### src/rtl/vrl_pkg.sv
package vrl_pkg;
  localparam int ADDR_W   = 15;
  localparam int PORT_W   = 14;
  localparam int DATA_W   = 8;
  localparam int FINE_W   = 3;
  localparam int PAL_W    = 6;
  localparam int PAL_N    = 32;
  localparam int SPR_AW   = 8;

  localparam logic [PORT_W-1:0] PAL_BASE  = 14'h3F00;
  localparam logic [PORT_W-1:0] FOLD_BASE = 14'h3000;

  typedef enum logic [2:0] {
    SEL_CONTROL = 3'd0,
    SEL_MODE    = 3'd1,
    SEL_STATUS  = 3'd2,
    SEL_SPRPTR  = 3'd3,
    SEL_SPRDAT  = 3'd4,
    SEL_SCROLL  = 3'd5,
    SEL_VADDR   = 3'd6,
    SEL_PORT    = 3'd7
  } reg_sel_e;
endpackage

### src/rtl/vrl_rst_sync.sv
module vrl_rst_sync (
  input  logic clk,
  input  logic rst_n,
  output logic rst_sync_n
);
  logic [1:0] sync_q;

  always_ff @(posedge clk or negedge rst_n) begin
    if (!rst_n) sync_q <= 2'b00;
    else        sync_q <= {sync_q[0], 1'b1};
  end

  assign rst_sync_n = sync_q[1];
endmodule

### src/rtl/vrl_addr_regs.sv
module vrl_addr_regs
  import vrl_pkg::*;
#(
  parameter int AW = ADDR_W,
  parameter int DW = DATA_W,
  parameter int FW = FINE_W
) (
  input  logic          clk,
  input  logic          rst_n,
  input  logic          wr_ctrl,
  input  logic          wr_scroll,
  input  logic          wr_vaddr,
  input  logic          wr_port,
  input  logic [DW-1:0] din,
  input  logic          vblank,
  output logic [AW-1:0] tmp_q,
  output logic [AW-1:0] cur_q,
  output logic [FW-1:0] finex_q,
  output logic          tog_q,
  output logic          nmi_q
);
  localparam logic [AW-1:0] STEP_ROW = AW'(32);
  localparam logic [AW-1:0] STEP_ONE = AW'(1);

  logic          inc32_q, nmien_q;
  logic [AW-1:0] tmp_d, cur_d;
  logic [FW-1:0] finex_d;
  logic          tog_d, inc32_d, nmien_d, nmi_d, upd_en;

  assign upd_en = wr_ctrl | wr_scroll | wr_vaddr | wr_port;

  always_comb begin
    tmp_d   = tmp_q;
    cur_d   = cur_q;
    finex_d = finex_q;
    tog_d   = tog_q;
    inc32_d = inc32_q;
    nmien_d = nmien_q;
    nmi_d   = 1'b0;
    if (wr_ctrl) begin
      tmp_d[11:10] = din[1:0];
      inc32_d      = din[2];
      nmien_d      = din[7];
      nmi_d        = din[7] & ~nmien_q & vblank;
    end
    if (wr_scroll) begin
      if (!tog_q) begin
        tmp_d[4:0] = din[7:3];
        finex_d    = din[2:0];
      end else begin
        tmp_d[9:5]   = din[7:3];
        tmp_d[14:12] = din[2:0];
      end
      tog_d = ~tog_q;
    end
    if (wr_vaddr) begin
      if (!tog_q) begin
        tmp_d[13:8] = din[5:0];
        tmp_d[14]   = 1'b0;
      end else begin
        tmp_d[7:0] = din;
        cur_d      = {tmp_q[14:8], din};
      end
      tog_d = ~tog_q;
    end
    if (wr_port) begin
      cur_d = cur_q + (inc32_q ? STEP_ROW : STEP_ONE);
    end
  end

  always_ff @(posedge clk or negedge rst_n) begin
    if (!rst_n) begin
      tmp_q   <= '0;
      cur_q   <= '0;
      finex_q <= '0;
      tog_q   <= 1'b0;
      inc32_q <= 1'b0;
      nmien_q <= 1'b0;
      nmi_q   <= 1'b0;
    end else begin
      nmi_q <= nmi_d;
      if (upd_en) begin
        tmp_q   <= tmp_d;
        cur_q   <= cur_d;
        finex_q <= finex_d;
        tog_q   <= tog_d;
        inc32_q <= inc32_d;
        nmien_q <= nmien_d;
      end
    end
  end

  a_r6_toggle_flip: assert property (@(posedge clk) disable iff (!rst_n)
    (wr_scroll || wr_vaddr) |=> (tog_q != $past(tog_q)));
  a_r6_toggle_hold: assert property (@(posedge clk) disable iff (!rst_n)
    (wr_ctrl || wr_port) |=> $stable(tog_q));
  a_r5_copy_to_cur: assert property (@(posedge clk) disable iff (!rst_n)
    (wr_vaddr && tog_q) |=> (cur_q == tmp_q));
  a_r2_nmi_cause: assert property (@(posedge clk) disable iff (!rst_n)
    nmi_q |-> $past(wr_ctrl && vblank && din[7]));
  a_r7_port_step: assert property (@(posedge clk) disable iff (!rst_n)
    wr_port |=> ((cur_q == $past(cur_q) + STEP_ONE) || (cur_q == $past(cur_q) + STEP_ROW)));
endmodule

### src/rtl/vrl_palette.sv
module vrl_palette
  import vrl_pkg::*;
#(
  parameter int PW = PAL_W,
  parameter int PN = PAL_N
) (
  input  logic                  clk,
  input  logic                  rst_n,
  input  logic                  we,
  input  logic [$clog2(PN)-1:0] idx,
  input  logic [PW-1:0]         wdata,
  input  logic [$clog2(PN)-1:0] rd_idx,
  output logic [PW-1:0]         rd_data
);
  localparam int HALF   = PN / 2;
  localparam int STRIDE = 4;
  localparam int IW     = $clog2(PN);

  logic [PW-1:0] mem_q [PN];
  logic [PW-1:0] mem_d [PN];

  always_comb begin
    for (int i = 0; i < PN; i++) mem_d[i] = mem_q[i];
    if (idx[IW-2:0] == '0) begin
      mem_d[0]    = wdata;
      mem_d[HALF] = wdata;
    end else begin
      mem_d[idx] = wdata;
    end
    for (int k = 0; k < HALF; k += STRIDE) begin
      mem_d[k]        = mem_d[0];
      mem_d[HALF + k] = mem_d[0];
    end
  end

  always_ff @(posedge clk or negedge rst_n) begin
    if (!rst_n) begin
      for (int i = 0; i < PN; i++) mem_q[i] <= '0;
    end else if (we) begin
      for (int i = 0; i < PN; i++) mem_q[i] <= mem_d[i];
    end
  end

  assign rd_data = mem_q[rd_idx];

  a_r10_backdrop_mirror: assert property (@(posedge clk) disable iff (!rst_n)
    (mem_q[4] == mem_q[0]) && (mem_q[12] == mem_q[0]) &&
    (mem_q[HALF] == mem_q[0]) && (mem_q[HALF + 8] == mem_q[0]));
  a_r9_entry_written: assert property (@(posedge clk) disable iff (!rst_n)
    (we && idx[1:0] != 2'b00) |=> (mem_q[$past(idx)] == $past(wdata)));
endmodule

### src/rtl/vrl_sprite_ptr.sv
module vrl_sprite_ptr
  import vrl_pkg::*;
#(
  parameter int SW = SPR_AW,
  parameter int DW = DATA_W
) (
  input  logic          clk,
  input  logic          rst_n,
  input  logic          wr_ptr,
  input  logic          wr_dat,
  input  logic [DW-1:0] din,
  output logic          we_q,
  output logic [SW-1:0] addr_q,
  output logic [DW-1:0] wdata_q
);
  logic [SW-1:0] ptr_q, ptr_d;

  always_comb begin
    ptr_d = ptr_q;
    if (wr_ptr) ptr_d = din[SW-1:0];
    if (wr_dat) ptr_d = ptr_q + SW'(1);
  end

  always_ff @(posedge clk or negedge rst_n) begin
    if (!rst_n) begin
      ptr_q   <= '0;
      we_q    <= 1'b0;
      addr_q  <= '0;
      wdata_q <= '0;
    end else begin
      we_q <= wr_dat;
      if (wr_ptr || wr_dat) ptr_q <= ptr_d;
      if (wr_dat) begin
        addr_q  <= ptr_q;
        wdata_q <= din;
      end
    end
  end

  a_r11_post_inc: assert property (@(posedge clk) disable iff (!rst_n)
    wr_dat |=> (ptr_q == $past(ptr_q) + SW'(1)));
  a_r11_strobe_one: assert property (@(posedge clk) disable iff (!rst_n)
    we_q |-> $past(wr_dat));
endmodule

### src/rtl/vrl_top.sv
module vrl_top
  import vrl_pkg::*;
(
  input  logic                    clk,
  input  logic                    rst_n,
  input  logic                    wr_en,
  input  logic [2:0]              wr_sel,
  input  logic [DATA_W-1:0]       wr_data,
  input  logic                    vblank_in,
  input  logic [$clog2(PAL_N)-1:0] pal_rd_idx,
  output logic                    nmi_req,
  output logic [ADDR_W-1:0]       tmp_addr,
  output logic [ADDR_W-1:0]       cur_addr,
  output logic [FINE_W-1:0]       fine_x,
  output logic                    wr_toggle,
  output logic                    vram_we,
  output logic [PORT_W-1:0]       vram_addr,
  output logic [DATA_W-1:0]       vram_wdata,
  output logic                    spr_we,
  output logic [SPR_AW-1:0]       spr_addr,
  output logic [DATA_W-1:0]       spr_wdata,
  output logic [PAL_W-1:0]        pal_rd_data
);
  localparam int PIW = $clog2(PAL_N);

  logic rst_s_n;
  logic wr_ctrl, wr_scroll, wr_vaddr, wr_port, wr_sptr, wr_sdat;
  logic [PORT_W-1:0] port_a, fold_a;
  logic is_pal, pal_we, vram_we_d;

  vrl_rst_sync u_rst (.clk(clk), .rst_n(rst_n), .rst_sync_n(rst_s_n));

  always_comb begin
    wr_ctrl   = wr_en && (wr_sel == SEL_CONTROL);
    wr_scroll = wr_en && (wr_sel == SEL_SCROLL);
    wr_vaddr  = wr_en && (wr_sel == SEL_VADDR);
    wr_port   = wr_en && (wr_sel == SEL_PORT);
    wr_sptr   = wr_en && (wr_sel == SEL_SPRPTR);
    wr_sdat   = wr_en && (wr_sel == SEL_SPRDAT);
  end

  vrl_addr_regs u_addr (
    .clk(clk), .rst_n(rst_s_n),
    .wr_ctrl(wr_ctrl), .wr_scroll(wr_scroll), .wr_vaddr(wr_vaddr), .wr_port(wr_port),
    .din(wr_data), .vblank(vblank_in),
    .tmp_q(tmp_addr), .cur_q(cur_addr), .finex_q(fine_x), .tog_q(wr_toggle),
    .nmi_q(nmi_req)
  );

  always_comb begin
    port_a = cur_addr[PORT_W-1:0];
    is_pal = (port_a >= PAL_BASE);
    fold_a = port_a;
    if (!is_pal && (port_a >= FOLD_BASE)) fold_a[12] = 1'b0;
    pal_we    = wr_port && is_pal;
    vram_we_d = wr_port && !is_pal;
  end

  vrl_palette u_pal (
    .clk(clk), .rst_n(rst_s_n), .we(pal_we),
    .idx(port_a[PIW-1:0]), .wdata(wr_data[PAL_W-1:0]),
    .rd_idx(pal_rd_idx), .rd_data(pal_rd_data)
  );

  vrl_sprite_ptr u_spr (
    .clk(clk), .rst_n(rst_s_n), .wr_ptr(wr_sptr), .wr_dat(wr_sdat), .din(wr_data),
    .we_q(spr_we), .addr_q(spr_addr), .wdata_q(spr_wdata)
  );

  always_ff @(posedge clk or negedge rst_s_n) begin
    if (!rst_s_n) begin
      vram_we    <= 1'b0;
      vram_addr  <= '0;
      vram_wdata <= '0;
    end else begin
      vram_we <= vram_we_d;
      if (vram_we_d) begin
        vram_addr  <= fold_a;
        vram_wdata <= wr_data;
      end
    end
  end

  a_r8_fold_window_empty: assert property (@(posedge clk) disable iff (!rst_s_n)
    vram_we |-> (vram_addr[13:12] != 2'b11));
  a_r9_palette_no_strobe: assert property (@(posedge clk) disable iff (!rst_s_n)
    vram_we |-> ($past(wr_port) && ($past(cur_addr[PORT_W-1:0]) < PAL_BASE)));
endmodule

### config.mk
export PLATFORM = sky130hd
export DESIGN_NAME = vrl_top
export DESIGN_NICKNAME = d
export VERILOG_FILES = /design/src/rtl/vrl_pkg.sv /design/src/rtl/vrl_rst_sync.sv /design/src/rtl/vrl_addr_regs.sv /design/src/rtl/vrl_palette.sv /design/src/rtl/vrl_sprite_ptr.sv /design/src/rtl/vrl_top.sv
export SDC_FILE = /design/constraint.sdc
export NUM_CORES = 1
export LEC_CHECK = 0
export ABC_CLOCK_PERIOD_IN_PS = 8850
export BUFFER_PORTS_ARGS = -buffer_cell sky130_fd_sc_hd__buf_4
export CAP_MARGIN = 20
export CORE_ASPECT_RATIO = 0.7
export CORE_UTILIZATION = 60
export CTS_CLUSTER_SIZE = 10
export DETAILED_ROUTE_END_ITERATION = 12
export GPL_TIMING_DRIVEN = 0
export PLACE_DENSITY = 0.91
export SETUP_SLACK_MARGIN = 0.1
export SLEW_MARGIN = 40
export SYNTH_ARGS = -nofsm -noshare
export SYNTH_HDL_FRONTEND = slang
export SYNTH_HIERARCHICAL = 1
export SYNTH_SLANG_ARGS = --single-unit
### constraint.sdc
create_clock -name clk -period 8.85 [get_ports clk]
set_input_delay 0 -clock clk [delete_from_list [all_inputs] [get_ports clk]]
set_output_delay 0 -clock clk [all_outputs]
set_load 0.02 [all_outputs]
==> impl_metrics.csv, run 1 <==
group,metric,value,unit
status,status,"finished, violations left",
status,violations,"DRC",
final_layout,fin_area,0.0133,mm²
final_layout,syn_to_final_growth,18.3,%
drt,detail_route.first_pass.iterations,9,
drt,post_drt_via_cell_ratio,6.51,
critical_path,critPathMaxFanout,8,
placement,io_buffers,96,
timing,fmaxAchievable,335,MHz
drt,vias,7867,
critical_path,cp_cell_sequence,"and4_1, nand3_1, nor2_1, nand2_1, or2_2, nor2_1, mux2_2",
critical_path,rr_worst_depth,7,
synth,yosysSeqAreaShare,52.8,%
die,start_util,61.8,%
die,fp.dieH,116,µm
critical_path,critPathTopFamily,"simple AND/OR/NAND/NOR gates",
final_layout,antenna_cells,0,
placement,dp_hpwl,19.5,mm
timing,tightest_slew,731,ps
critical_path,crit_top_cell,"nor2_1",
cts,clkTransAtPathRegs,60,ps
cts,cts_max_level,1,
placement,placed_area,0.0124,mm²
synth,synthMostInstantiatedCell,"dfrtp_1",
grt,antenna_found_initial,0,
final_layout,layout.cells.non_filler,1208,
die,ios,101,
synth,ys_warn_count,6,
critical_path,critPathKind,"flip-flop to flip-flop",
cts,ctsResizeCount,0,
drt,route.detailed.wl_per_inst,24.0,µm
hold_path,hp-class,"primary input to flip-flop",
die,die_w,165,µm
die,die_area,0.0193,mm²
cts,cts_buffers,27,
cts,clk_path_buf_depth,3,
synth,synth_top_cell_area_share,52.8,%
final_layout,num-nets-final,996,
power_and_ir_drop,p_leak,6.34,nW
flow_run,maxCapViolCount,0,
synth,syn_inst,819,
critical_path,start_kind,"flip-flop",
timing,drv_slew,0,
placement,gp_congestion,0.963,
die,core_area,0.0182,mm²
critical_path,cpPeakStageDelay,520,ps
grt,first_global_vias,8150,
drt,drc,12,
timing,fin_crit_sh,33.7,%
synth,synth_common_cells,"237 x dfrtp_1, 185 x mux2_2, 36 x nor2_1, 35 x nand2_1, 27 x o21ai_0",
synth,yosysTopAreaCell,"dfrtp_1",
timing,hold_viol_final,0,
synth,ys_dominant_reg_cell,"dfrtp_1",
synth,synth_edf_count,0,
synth,synth-async-reset-ratio,100,%
synth,ys_seq_elements,237,
timing,fin_skew,22.8,ps
power_and_ir_drop,power_density,242,mW/mm²
synth,syn_area,0.0112,mm²
timing,relSlewSlack,51.1,%
final_layout,drive_gt1_share,40.0,%
grt,gr-usage-all-layers,31.5,%
grt,grt_max_degree,44,
critical_path,end_kind,"flip-flop",
timing,min_period,2980,ps
cts,cts-root-buf,"clkbuf_16",
drt,routed_wl,29.0,mm
cts,tritoncts,"done",
critical_path,cp_slowest_cell,"nor2_1",
synth,yosys-top-cells-area,"dfrtp_1 53%, mux2_2 19%, mux4_2 5.0%",
drt,drt_iter0_drc,942,
grt,grt_remaining_overflow,0,
die,core.rowCount,41,
hold_path,whs_path_depth,5,
timing,rsz0062_at_grt,"false",
timing,setup_violations,0,
critical_path,worst-endpoint-required,9240,ps
cts,cts.sinks,237,
grt,grt_pass1_wl,45.5,mm
placement,dp.cells,1157,
power_and_ir_drop,ir_drop,0.221,mV
critical_path,cp_num_buf_inv,0,
critical_path,arrival,3370,ps
critical_path,critical_path_cell_count,7,
drt,antenna_left,0,
synth,synth.distinct_cells,65,
cts,clk_latency,520,ps
synth,syn_nets,843,
synth,syn-mean-instance-area,13.7,µm²
[registers in the layout (all words and copies together), names as in the netlist]
register / cells
vram_we: 1
u_addr/inc32_q: 1
u_spr/we_q: 1
u_spr/wdata_q: 8
u_addr/finex_q: 3
u_addr/nmi_q: 1
u_spr/ptr_q: 8
vram_addr: 14
u_rst/sync_q: 2
u_pal/mem_q: 150
u_spr/addr_q: 8
u_addr/cur_q: 15
vram_wdata: 8
u_addr/tmp_q: 15
u_addr/nmien_q: 1
u_addr/tog_q: 1
[cell usage in the layout, fill, tap and decap left out, types with 4 or more instances in the layout]
cell	n
a211o_1	12
a211oi_1	12
a21oi_1	18
a22o_1	7
a311oi_1	5
and3_1	4
and4_1	4
buf_12	7
buf_2	6
buf_4	101
buf_6	4
clkbuf_1	27
clkbuf_16	27
dfrtp_1	236
dlygate4sd3_1	22
ha_1	4
inv_1	9
mux2_2	185
mux2_4	9
mux2i_1	19
mux4_1	9
mux4_2	25
nand2_1	35
nand2b_1	11
nand3_1	19
nand3b_1	5
nor2_1	36
nor2b_1	9
nor3_1	4
nor3b_1	4
o211ai_1	4
o21ai_0	27
o221ai_1	6
o22ai_1	4
or2b_1	4
xnor2_1	5
[timing repair]
action                    in CTS  in global routing
hold endpoints to repair      82                  0
hold buffers                  22                  0
buffers inserted               0                  0
[kinds of logic after synthesis]
group	count (synthesis)	share of synthesized area (%)
AO/OA/AOI/OAI	113	7.12
XOR/XNOR	5	0.390
adder cells (fa/ha/maj)	4	0.446
buffers and inverters	55	2.65
flip-flops	237	52.8
multiplexers	249	29.0
other	1	0.0334
AND/OR/NAND/NOR	155	7.49
[through the flow]
stage	worst slack [ps]	utilization, %	total power [W]	TNS, ps	hold WS, ps
detailed placement	6010	68.1	0.00227	0	-215
global route	5780	73.1	0.00334	0	65.2
finish	5870	73.1	0.00322	0	54.6
floorplan	1760	-	0.00189	0	-296
CTS	5940	73.1	0.00322	0	37.5
global placement	-717	67.4	0.00223	-163260	-216
[report_power, final]
part	internal (W)	switching, W	total (W)
registers	0.00124	0.000185	0.00142
clock network	0.000534	0.000392	0.000926
logic	0.000390	0.000474	0.000864
[area by class of cell]
class | instances | area, µm²
clock inverter | 1 | 5.00
inverter | 10 | 37.5
sequential | 237 | 5930
fill | 1149 | 4890
tap | 236 | 295
timing repair buffer | 124 | 1060
buffer | 45 | 260
multi-input combinational | 527 | 5000
clock buffer | 28 | 679
[metal layers]
metal / up-vias / routed length (µm) / track usage (%)
li1: 3349 / - / -
met1: 4013 / 12200 / 44.8
met2: 424 / 13100 / 47.8
met3: 81 / 2870 / 8.70
met4: 0 / 760 / 9.15
met5: - / 0 / 0
[worst paths after layout]
| check | startpoint | endpoint | slack [ps] |
|---|---|---|---|
| worst max-delay path | u_addr/cur_q[11] | u_pal/mem_q[62] | 5870 |
| worst min-delay path | wr_en | u_addr/inc32_q | 50 |
| worst max register to register | u_addr/cur_q[11] | u_pal/mem_q[62] | 5870 |
| worst min register to register | u_rst/sync_q[1] | vram_wdata[5] | 230 |
| max in group asynchronous | u_rst/sync_q[1] | u_pal/mem_q[175] | 7340 |
| min in group asynchronous | u_rst/sync_q[1] | vram_wdata[5] | 230 |
[worst min-delay path, delay by kind of cell]
kind            cells  cell delay (ps)
simple gates        3              310
buf+inv             1              130
compound gates      1               80
Power figures use the tool's default switching activity.
==> run 2: changes to the inputs <==
ABC_CLOCK_PERIOD_IN_PS = 2900   (was 8850)
clock period = 2.9 ns   (was 8.85 ns; I/O delays follow)
==> run 2 against run 1 <==
Compared with the run above:
- final cell count about the same
- the run still ends with DRC left
- first-iteration DRC count fell by 14%
- critical path type unchanged
- critical path depth fell by 1
==> impl_metrics.csv, run 2 (synthesis gave the netlist of run 1 again) <==
group,metric,value,unit
power_and_ir_drop,p_leak,6.33,nW
die,die_area,0.0193,mm²
grt,grt_max_degree,42,
cts,cts_max_level,1,
cts,clk_latency,520,ps
timing,fin_crit_sh,95.0,%
power_and_ir_drop,ir_drop,0.593,mV
timing,rsz0062_at_grt,"false",
critical_path,worst-endpoint-required,3290,ps
status,violations,"DRC",
final_layout,drive_gt1_share,40.9,%
flow_run,maxCapViolCount,0,
timing,min_period,2750,ps
power_and_ir_drop,power_density,741,mW/mm²
drt,drt_iter0_drc,807,
final_layout,antenna_cells,0,
die,fp.dieH,116,µm
cts,clk_path_buf_depth,3,
placement,io_buffers,96,
drt,route.detailed.wl_per_inst,23.9,µm
critical_path,start_kind,"flip-flop",
die,die_w,165,µm
final_layout,largest_reg_flops,150,
final_layout,regMostFlops,"u_pal/mem_q",
die,start_util,61.8,%
hold_path,hp-class,"primary input to flip-flop",
final_layout,reg.largest.list,"u_pal/mem_q (150), u_addr/cur_q (15), u_addr/tmp_q (15)",
placement,gp_congestion,0.940,
final_layout,fin_area,0.0133,mm²
drt,drc,12,
timing,setup_violations,0,
cts,clkTransAtPathRegs,50,ps
timing,fmaxAchievable,363,MHz
final_layout,fillers,1171,
die,core_area,0.0182,mm²
placement,placed_area,0.0124,mm²
timing,hold_viol_final,0,
timing,fin_skew,16.2,ps
cts,cts_buffers,27,
final_layout,most-common-layout-cells,"236 x dfrtp_1, 185 x mux2_2, 101 x buf_4, 35 x nand2_1",
critical_path,arrival,3140,ps
drt,vias,7923,
critical_path,critPathKind,"flip-flop to flip-flop",
grt,antenna_found_initial,0,
die,core.rowCount,41,
timing,relSlewSlack,49.9,%
drt,detail_route.first_pass.iterations,10,
status,status,"finished, violations left",
timing,tightest_slew,751,ps
drt,antenna_left,0,
critical_path,critPathMaxFanout,9,
grt,first_global_vias,8035,
critical_path,end_kind,"flip-flop",
placement,dp_hpwl,19.3,mm
timing,tns,0,ps
grt,grt_pass1_wl,45.1,mm
cts,tritoncts,"done",
final_layout,num-nets-final,994,
cts,post_cts_buffers,0,
grt,grt_remaining_overflow,0,
cts,cts-root-buf,"clkbuf_16",
final_layout,layout_commonest_cell,"dfrtp_1",
drt,routed_wl,28.9,mm
timing,drv_slew,0,
final_layout,syn_to_final_growth,18.4,%
grt,gr-usage-all-layers,31.2,%
die,ios,101,
drt,post_drt_via_cell_ratio,6.56,
cts,cts.sinks,237,
## run 2: per-layer routing
layer / up-vias / GRT usage [%] / part of all wire [%] / routed length (µm)
li1: 3360 / - / - / -
met1: 4058 / 44.4 / 43 / 12500
met2: 426 / 47.5 / 45 / 12900
met3: 79 / 8.10 / 9.0 / 2590
met4: 0 / 9.76 / 2.9 / 824
met5: - / 0 / 0 / 0
## run 2: layout make-up
type / instances / area (µm²) / share of cell area [%]
flip-flops and latches: 237 / 5930 / 44.7
multi-input cells: 527 / 5020 / 37.8
plain buffers: 45 / 260 / 1.96
repair buffers: 122 / 1040 / 7.84
well taps: 236 / 295 / 2.22
clock buffers: 30 / 697 / 5.25
inverters: 10 / 37.5 / 0.283
## run 2: path summary, 6_finish.rpt
check / start / endpoint / slack [ps] / depth (start not counted)
worst min-delay path: wr_en / vram_addr[9] / 70 / 4
max in group asynchronous: u_rst/sync_q[1] / u_pal/mem_q[105] / 1810 / 2
worst min register to register: u_rst/sync_q[1] / u_pal/mem_q[18] / 260 / 0
worst max register to register: u_addr/cur_q[10] / u_pal/mem_q[28] / 150 / 6
worst max-delay path: u_addr/cur_q[10] / u_pal/mem_q[28] / 150 / 6
min in group asynchronous: u_rst/sync_q[1] / u_pal/mem_q[18] / 260 / 0
## run 2: critical path, cell delays in order, from the launching register on
cell,delay (ps)
dfrtp_1,500
and4_1,330
nand3_1,170
nor2_2,310
nand3_1,290
nor2_1,610
mux2_2,410
## run 2: where the power goes
| group | total [W] | internal, W | switching, W | leakage, nW |
|---|---|---|---|---|
| clock | 0.00286 | 0.00166 | 0.00120 | 0.342 |
| combinational | 0.00263 | 0.00118 | 0.00145 | 2.87 |
| sequential | 0.00435 | 0.00378 | 0.000565 | 3.13 |
## run 2: what timing repair did
action	CTS	global route
gates resized for setup	5	3
hold endpoints to repair	82	0
endpoints found under the setup margin	26	79
pin swaps	0	0
hold buffers	20	0
## run 2: stage by stage
| step | std cells | total power (W) | utilization (%) | setup slack, ps | hold slack, ps |
|---|---|---|---|---|---|
| 5_1_grt | 1207 | 0.0103 | 73.2 | 88.2 | 61.5 |
| 4_1_cts | 1207 | 0.00984 | 73.1 | 126 | 32.8 |
| 3_5_place_dp | 1157 | 0.00693 | 68.1 | 68.6 | -215 |
| 6_report | 1207 | 0.00984 | 73.2 | 146 | 71.0 |
| 2_1_floorplan | 819 | 0.00576 | - | 509 | -296 |
| 3_3_place_gp | 1151 | 0.00680 | 67.4 | -293 | -217 |
